[src/rtl/dtrap_pkg.sv]
package dtrap_pkg;

    typedef enum logic [1:0] {
        DST_NONE = 2'd0,
        DST_MACH = 2'd1,
        DST_RNMI = 2'd2,
        DST_HALT = 2'd3
    } dest_e;

    localparam logic [1:0] PRIV_MACHINE = 2'b11;

    typedef struct packed {
        logic mdt_en;
        logic mdt;
        logic mie_en;
        logic mie;
        logic nmie_en;
        logic nmie;
    } fld_wr_t;

    typedef struct packed {
        logic mdt;
        logic mie;
        logic nmie;
    } stat_t;

    // Where a trap goes, given the current guard state.
    function automatic dest_e pick_dest(input logic req, input logic halted,
                                        input logic mdt, input logic nmie,
                                        input logic has_nmi);
        if (!req || halted)                return DST_NONE;
        if (!mdt && (!has_nmi || nmie))    return DST_MACH;
        if (has_nmi && nmie)               return DST_RNMI;
        return DST_HALT;
    endfunction

    // MIE after a field write: forced low when MDT ends up set.
    function automatic logic mie_after(input fld_wr_t w, input logic cur_mdt,
                                       input logic cur_mie);
        if (w.mdt_en && w.mdt) return 1'b0;
        if (w.mie_en)          return w.mie && (w.mdt_en || !cur_mdt);
        return cur_mie;
    endfunction

endpackage

[src/rtl/dtrap_route.sv]
module dtrap_route
    import dtrap_pkg::*;
#(
    parameter bit HAS_NMI = 1'b1
) (
    input  logic  req,
    input  logic  halted,
    input  stat_t st,
    output dest_e dest
);
    assign dest = pick_dest(req, halted, st.mdt, st.nmie, HAS_NMI);
endmodule

[src/rtl/dtrap_status.sv]
module dtrap_status
    import dtrap_pkg::*;
#(
    parameter bit HAS_NMI = 1'b1
) (
    input  logic    clk,
    input  logic    rst,
    input  logic    halted,
    input  dest_e   dest,
    input  logic    mret,
    input  fld_wr_t wr,
    output stat_t   st
);
    logic mdt_q, mie_q, nmie_q;
    logic trap_any;

    assign trap_any = (dest != DST_NONE);

    always_ff @(posedge clk) begin
        if (rst) begin
            mdt_q <= 1'b1;
            mie_q <= 1'b0;
        end else if (!halted) begin
            if (dest == DST_MACH) begin
                mdt_q <= 1'b1;
                mie_q <= 1'b0;
            end else if (trap_any) begin
                mdt_q <= mdt_q;
            end else if (mret) begin
                mdt_q <= 1'b0;
            end else begin
                if (wr.mdt_en) mdt_q <= wr.mdt;
                mie_q <= mie_after(wr, mdt_q, mie_q);
            end
        end
    end

    generate
        if (HAS_NMI) begin : g_nmie
            always_ff @(posedge clk) begin
                if (rst) begin
                    nmie_q <= 1'b0;
                end else if (!halted) begin
                    if (dest == DST_RNMI)
                        nmie_q <= 1'b0;
                    else if (!trap_any && !mret && wr.nmie_en)
                        nmie_q <= wr.nmie;
                end
            end
        end else begin : g_no_nmie
            logic unused_nmie_wr;
            assign unused_nmie_wr = wr.nmie_en ^ wr.nmie;
            assign nmie_q = 1'b0;
        end
    endgenerate

    assign st = '{mdt: mdt_q, mie: mie_q, nmie: nmie_q};
endmodule

[src/rtl/dtrap_nmisave.sv]
module dtrap_nmisave
    import dtrap_pkg::*;
#(
    parameter int XLEN    = 32,
    parameter bit HAS_NMI = 1'b1
) (
    input  logic            clk,
    input  logic            rst,
    input  dest_e           dest,
    input  logic [XLEN-1:0] pc,
    input  logic [XLEN-1:0] cause,
    output logic [XLEN-1:0] epc_q,
    output logic [XLEN-1:0] cause_q,
    output logic [1:0]      mpp_q
);
    generate
        if (HAS_NMI) begin : g_save
            always_ff @(posedge clk) begin
                if (rst) begin
                    epc_q   <= '0;
                    cause_q <= '0;
                    mpp_q   <= '0;
                end else if (dest == DST_RNMI) begin
                    epc_q   <= pc;
                    cause_q <= cause;
                    mpp_q   <= PRIV_MACHINE;
                end
            end
        end else begin : g_nosave
            logic unused_save;
            assign unused_save = clk ^ rst ^ (^dest) ^ (^pc) ^ (^cause);
            assign epc_q   = '0;
            assign cause_q = '0;
            assign mpp_q   = '0;
        end
    endgenerate
endmodule

[src/rtl/dtrap_halt.sv]
module dtrap_halt
    import dtrap_pkg::*;
(
    input  logic  clk,
    input  logic  rst,
    input  dest_e dest,
    output logic  crit_q
);
    always_ff @(posedge clk) begin
        if (rst)
            crit_q <= 1'b0;
        else if (dest == DST_HALT)
            crit_q <= 1'b1;
    end
endmodule

[src/rtl/dtrap_ctrl.sv]
module dtrap_ctrl
    import dtrap_pkg::*;
#(
    parameter int XLEN    = 32,
    parameter bit HAS_NMI = 1'b1
) (
    input  logic            clk,
    input  logic            rst,
    input  logic            wr_mdt_en,
    input  logic            wr_mdt,
    input  logic            wr_mie_en,
    input  logic            wr_mie,
    input  logic            wr_nmie_en,
    input  logic            wr_nmie,
    input  logic            trap_req,
    input  logic [XLEN-1:0] trap_cause,
    input  logic [XLEN-1:0] trap_pc,
    input  logic            mret,
    output logic [1:0]      trap_dest,
    output logic            mdt_o,
    output logic            mie_o,
    output logic            nmie_o,
    output logic [XLEN-1:0] nmi_epc,
    output logic [XLEN-1:0] nmi_cause,
    output logic [1:0]      nmi_mpp,
    output logic            crit_err
);
    fld_wr_t wr;
    stat_t   st;
    dest_e   dest;
    logic    halted;

    assign wr = '{mdt_en: wr_mdt_en, mdt: wr_mdt, mie_en: wr_mie_en,
                  mie: wr_mie, nmie_en: wr_nmie_en, nmie: wr_nmie};

    dtrap_route #(.HAS_NMI(HAS_NMI)) u_route (
        .req(trap_req), .halted(halted), .st(st), .dest(dest)
    );

    dtrap_status #(.HAS_NMI(HAS_NMI)) u_status (
        .clk(clk), .rst(rst), .halted(halted), .dest(dest),
        .mret(mret), .wr(wr), .st(st)
    );

    dtrap_nmisave #(.XLEN(XLEN), .HAS_NMI(HAS_NMI)) u_save (
        .clk(clk), .rst(rst), .dest(dest), .pc(trap_pc), .cause(trap_cause),
        .epc_q(nmi_epc), .cause_q(nmi_cause), .mpp_q(nmi_mpp)
    );

    dtrap_halt u_halt (
        .clk(clk), .rst(rst), .dest(dest), .crit_q(halted)
    );

    assign trap_dest = dest;
    assign mdt_o     = st.mdt;
    assign mie_o     = st.mie  & ~halted;
    assign nmie_o    = st.nmie & ~halted;
    assign crit_err  = halted;
endmodule

[config.mk]
export PLATFORM = sky130hd
export DESIGN_NAME = dtrap_ctrl
export DESIGN_NICKNAME = d
export VERILOG_FILES = /design/src/rtl/dtrap_pkg.sv /design/src/rtl/dtrap_route.sv /design/src/rtl/dtrap_status.sv /design/src/rtl/dtrap_nmisave.sv /design/src/rtl/dtrap_halt.sv /design/src/rtl/dtrap_ctrl.sv
export SDC_FILE = /design/constraint.sdc
export NUM_CORES = 1
export LEC_CHECK = 0
export BUFFER_PORTS_ARGS = -buffer_cell sky130_fd_sc_hd__buf_4
export CAP_MARGIN = 20
export CORE_MARGIN = 3
export CORE_UTILIZATION = 45
export CTS_BUF_LIST = sky130_fd_sc_hd__clkbuf_8
export DETAILED_ROUTE_END_ITERATION = 10
export PLACE_DENSITY_LB_ADDON = 0.25
export SLEW_MARGIN = 20
export SYNTH_ARGS = -nofsm -noshare
export SYNTH_HDL_FRONTEND = slang
export SYNTH_SLANG_ARGS = --single-unit
[constraint.sdc]
create_clock -name clk -period 1.3 [get_ports clk]
set_input_delay 0.26 -clock clk [delete_from_list [all_inputs] [get_ports clk]]
set_output_delay 0.26 -clock clk [all_outputs]
set_load 0.02 [all_outputs]
## Word level (Yosys, flattened, before mapping)

Cells that the tools add are included.

| storage, ports and cells | value |
|---|---|
| register bits after elaboration | 69 |
| output and inout bits | 72 |

| cells by class | value |
|---|---|
| equality and inequality tests | 5 |
| reductions and logical operators | 18 |
| muxes and demuxes | 38 |
| bitwise logic cells | 3 |

Operators by type and width:

| kind | number |
|---|---|
| $mux 1 | 32 |
| $mux 2 | 6 |
| $reduce_bool 3->1 | 2 |
| $logic_and 1x1->1 | 5 |
| $eq 2x2->1 const B | 2 |
| $logic_not 1->1 | 4 |
| $reduce_and 4->1 | 1 |
| $reduce_bool 2->1 | 2 |
| $reduce_and 3->1 | 1 |
| $and 1x1->1 | 2 |
| $eq 2x1->1 const B | 1 |
| $logic_or 1x1->1 | 2 |
| $ne 2x1->1 const B | 1 |
| $ne 2x2->1 const B | 1 |
| $reduce_and 2->1 | 1 |
| $not 1->1 | 1 |

## Depth between registers and ports, before layout

| logic depth | value |
|---|---|
| word-level depth | 25 |
| depth in mapped cells | 5 |
| gate-level depth less buffers | 3 |

## Cells and area by module

A second synthesis with hierarchy kept.

| second synthesis, totals | value |
|---|---|
| cell total of the unflattened synthesis | 325 |
| area total of the unflattened synthesis | 3,350.7 um2 |

Modules (own cells, without submodules):

| module | times used | area an instance (um2) | cells an instance |
|---|---|---|---|
| dtrap_nmisave | 1 | 3,095.5 | 295 |
| dtrap_status | 1 | 186.4 | 21 |
| dtrap_halt | 1 | 28.8 | 3 |
| dtrap_route | 1 | 27.5 | 4 |
| dtrap_ctrl | 1 | 12.5 | 2 |

## Least setup slack after synthesis

No wires, ideal clock.

| timing path | value |
|---|---|
| path kind | register to register |
| from | reg u_halt.crit_q |
| to | reg u_save.epc_q[23] |
| data arrival time | 1.162 ns |
| clock period less this slack | 1.301 ns |
| path slack | -0.001 ns |
| setup time | 0.139 ns |
| stages on the path, launching flop included | 6 |
| cell sequence | dfxtp_1 > and4b_1 > buf_6 > buf_8 > nand2_1 > a21oi_2 |

| between the ends | value |
|---|---|
| longest elaborated chain between the ends | 4 |

RTL lines:

| item | line | text |
|---|---|---|
| from (decl) | dtrap_halt.sv:7 | `output logic crit_q` |
| from (signal assigned) | dtrap_halt.sv:11 | `crit_q <= 1'b0;` |
| from (signal assigned) | dtrap_halt.sv:13 | `crit_q <= 1'b1;` |
| $logic_or 1x1->1 | dtrap_pkg.sv:31 | `if (!req \|\| halted) return DST_NONE;` |
| $mux 1 | dtrap_pkg.sv:31 |  |
| $mux 2 | dtrap_pkg.sv:32 | `if (!mdt && (!has_nmi \|\| nmie)) return DST_MACH;` |
| $eq 2x2->1 | dtrap_nmisave.sv:23 | `end else if (dest == DST_RNMI) begin` |
| to (signal assigned) | dtrap_nmisave.sv:24 | `epc_q <= pc;` |
| to (decl) | dtrap_nmisave.sv:12 | `output logic [XLEN-1:0] epc_q,` |

Every way passes these cells.
A chain may end at the register's enable or synchronous reset.

## Worst setup path in the final report

| timing path | value |
|---|---|
| from | reg u_halt.crit_q |
| to | out trap_dest[0] |

| between the ends | value |
|---|---|
| longest elaborated chain between the ends | 3 |

RTL lines:

| item | line | text |
|---|---|---|
| $logic_or 1x1->1 | dtrap_pkg.sv:31 |  |
| $mux 1 | dtrap_pkg.sv:31 |  |
| $mux 2 | dtrap_pkg.sv:32 |  |
| to (decl) | dtrap_ctrl.sv:19 | `output logic [1:0] trap_dest,` |

Every way passes these cells.

==> results.sh <==
export IMPL_worst_slew_pin_transition_ps=446
export IMPL_critPathRequiredTime_ps=1040
export IMPL_setup_viol=5
export IMPL_synth_main_ff_cell="sky130_fd_sc_hd__dfxtp_1"
export IMPL_leakagePower_nw=1.72
export IMPL_failed_checks="negative setup slack"
export IMPL_port_buffers=145
export IMPL_yosysWarningCount=0
export IMPL_drtAntennaViolNets=0
export IMPL_clock_sinks=69
export IMPL_maximum_number_of_pins_on_one_net_before_global_route_repair=40
export IMPL_routed_wire_length_per_instance_um=13.7
export IMPL_antenna_found_initial=0
export IMPL_start_util=0.481
export IMPL_number_of_slew_limit_violations_in_the_final_report=0
export IMPL_cts_inserted_buffers=9
export IMPL_post_synth_xor_area_fraction=0
export IMPL_synth_seq_cells=69
export IMPL_ys_seq_area_frac=0.541
export IMPL_clock_root_buffer="sky130_fd_sc_hd__clkbuf_8"
export IMPL_post_synth_mux_area_share=0
export IMPL_fmax_mhz=748
export IMPL_rows=26
export IMPL_htree_num_levels=3
export IMPL_grt_setup_unrepaired="true"
export IMPL_firstDrtPassIters=4
export IMPL_max_clock_path_buffers=2
export IMPL_synth_compound_area_frac=0.168
export IMPL_fin_hold_ws_ps=127
export IMPL_outcome="finished with violations"
export IMPL_skew_ps=11.3
export IMPL_finalNetCount=533
export IMPL_vias=2596
export IMPL_cp_data_arrival_time_ps=1080
export IMPL_synth_cell_area_um2=2550
export IMPL_postSynth_asyncResetShare=0
export IMPL_pwr_share_comb=0.084
export IMPL_core_area_um2=5300
export IMPL_synth_adder_area_share=0
export IMPL_max_slew_margin_rel=0.700
export IMPL_diodes=0
export IMPL_cp_max_fo=6
export IMPL_floorplan_die_area_um2=6610
export IMPL_power_internal_w=0.00354
export IMPL_area_growth_synth_to_final_pct=59.1
export IMPL_final_critical_path_setup_slack_ps=-36.2
export IMPL_grt_pass1_vias=2544
export IMPL_die_y_um=81.3
export IMPL_grt_use_total=0.213
export IMPL_syn_num_nets=387
export IMPL_netSwitchingFraction=0.219
export IMPL_max_cap_viol_count=0
export IMPL_initialDrtViolationCount=77
export IMPL_synthSimpleGateAreaFrac=0.225
export IMPL_synth_top_family_by_area="simple AND/OR/NAND/NOR gates"
export IMPL_clock_latency_ps=340
export IMPL_clkSlewWorstSetupHoldPaths_ps=80
export IMPL_layout_min_cycle_time_ps=1340
export IMPL_detailedPlacementHpwl_um=4940
export IMPL_netlist_cell_type_count=25
export IMPL_global_route_overflow_total=0
export IMPL_setup_worst_path_class="reg2out"
export IMPL_worstHoldPathType="in2reg"
export IMPL_vdd_ir_drop_worst_v=0.000812
export IMPL_final_cell_area_um2=4060
export IMPL_hold_violations=0
export IMPL_top_level_ports=146
export IMPL_drt_total_wl_um=7300
export IMPL_share_of_power_burned_in_the_clock_network=0.441
export IMPL_count_of_flip_flops_with_a_built_in_enable_after_synthesis=0
export IMPL_timing_critical_path_from_type="flip-flop"
export IMPL_remaining_drc_errors=0
export IMPL_gp_congestion=0.846
export IMPL_cts_tree="built"
export IMPL_die_w_um=81.3
export IMPL_grt_pass1_wl_um=10800
export IMPL_p_seq_frac=0.475
export IMPL_postSynthCellCount=313
export IMPL_placed_area_um2=3670
export IMPL_drt_vias_per_instance=4.86
export IMPL_final_setup_tns_ps=-104
export IMPL_syn_mean_instance_area_um2=8.15
export IMPL_switching_power_w=0.000993
export IMPL_post_route_cells_drive_above_1_share=0.431
export IMPL_setup_worst_path_end_class="primary output"
export IMPL_fin_crit_sh=1.03
export IMPL_power_per_cell_area_nw_per_um2=1120
export IMPL_fillers=426
## cells by family after synthesis
group           count (synthesis)
simple gates                  145
buf+inv                        25
compound gates                 74
flops                          69
## cell usage in the layout (no fill, tap or decap), drive strengths merged, types with 2 or more instances in the layout
cell and n:
buf 156, bufinv 2, nand3 3, nor2 4
dfxtp 69, nand2 130, clkbuf 13, a21oi 67
inv 3, nor2b 3
## metal layers
metal / global-route usage / share of wire
met5: 0 / 0
met4: 0.117 / 0.025
met3: 0.0754 / 0.097
met2: 0.375 / 0.50
met1: 0.220 / 0.38
## area by class of cell
class                      instances  area [um^2]  share of cell area
multi-input combinational        219         1050               0.258
clock buffer                      11          151              0.0373
tap                               70         87.6              0.0216
clock inverter                     5         81.3              0.0200
sequential                        69         1390               0.342
inverter                           2         10.0             0.00246
timing repair buffer             158         1290               0.318
## through the flow
| stage | instances | setup slack (ps) | utilization | total power, W |
|---|---|---|---|---|
| final | 534 | -36.2 | 0.766 | 0.00453 |
| after global routing | 534 | -79.1 | 0.766 | 0.00468 |
| after CTS | 531 | -55.7 | 0.746 | 0.00455 |
| after detailed placement | 512 | 24.7 | 0.693 | 0.00255 |
| after global placement | 512 | 60.7 | 0.693 | 0.00255 |
| after floorplan | 313 | 32.1 | - | 0.00232 |
## power groups by stage
stage	combinational (W)	sequential, W	clock, W
2_1_floorplan	0.0000988	0.00222	0
3_3_place_gp	0.000353	0.00220	0
3_5_place_dp	0.000355	0.00220	0
4_1_cts	0.000366	0.00215	0.00203
5_1_grt	0.000409	0.00215	0.00212
6_report	0.000381	0.00215	0.00200
## flip-flops by register name, indices dropped and copies added, names as in the netlist
register         cells
u_save.epc_q        32
u_save.cause_q      32
u_status.nmie_q      1
u_halt.crit_q        1
u_save.mpp_q         1
u_status.mie_q       1
u_status.mdt_q       1
## critical path: stages, from the launching register on
cell and delay, ps:
sky130_fd_sc_hd__dfxtp_4 380, sky130_fd_sc_hd__inv_4 60, sky130_fd_sc_hd__nand2_4 50, sky130_fd_sc_hd__a21oi_2 110
sky130_fd_sc_hd__buf_6 130
## timing repair
item | 4_1_cts | 5_1_grt
hold buffers | 0 | 0
buffers inserted | 3 | 1
endpoints found under the setup margin | 4 | 70
resized for setup | 12 | 14
pin swaps | 1 | 0
gates cloned | 0 | 2
## path summary, 6_finish.rpt
kind / from / endpoint / cells after the start / slack, ps
worst min-delay path: rst / u_halt.crit_q$_SDFFE_PP0N_ / 2 / 130
worst max register to register: u_halt.crit_q$_SDFFE_PP0N_ / u_save.epc_q[9]$_SDFFE_PP0N_ / 6 / -20
worst max-delay path: u_halt.crit_q$_SDFFE_PP0N_ / trap_dest[0] / 4 / -40
worst min register to register: u_save.epc_q[31]$_SDFFE_PP0N_ / u_save.epc_q[31]$_SDFFE_PP0N_ / 2 / 460
## synthesized netlist by cell type, types with 2 or more instances
cell	count	area, um^2
sky130_fd_sc_hd__nor2_1	4	15.0
sky130_fd_sc_hd__buf_8	4	60.1
sky130_fd_sc_hd__buf_2	8	40.0
sky130_fd_sc_hd__nor2b_1	3	18.8
sky130_fd_sc_hd__nand3_1	3	15.0
sky130_fd_sc_hd__nand2_1	130	488
sky130_fd_sc_hd__dfxtp_1	69	1380
sky130_fd_sc_hd__inv_1	2	7.51
sky130_fd_sc_hd__buf_4	3	22.5
sky130_fd_sc_hd__clkbuf_1	7	26.3
sky130_fd_sc_hd__a21oi_1	57	285
sky130_fd_sc_hd__a21oi_2	10	87.6
Note: power is estimated with default switching activity, not from simulation.
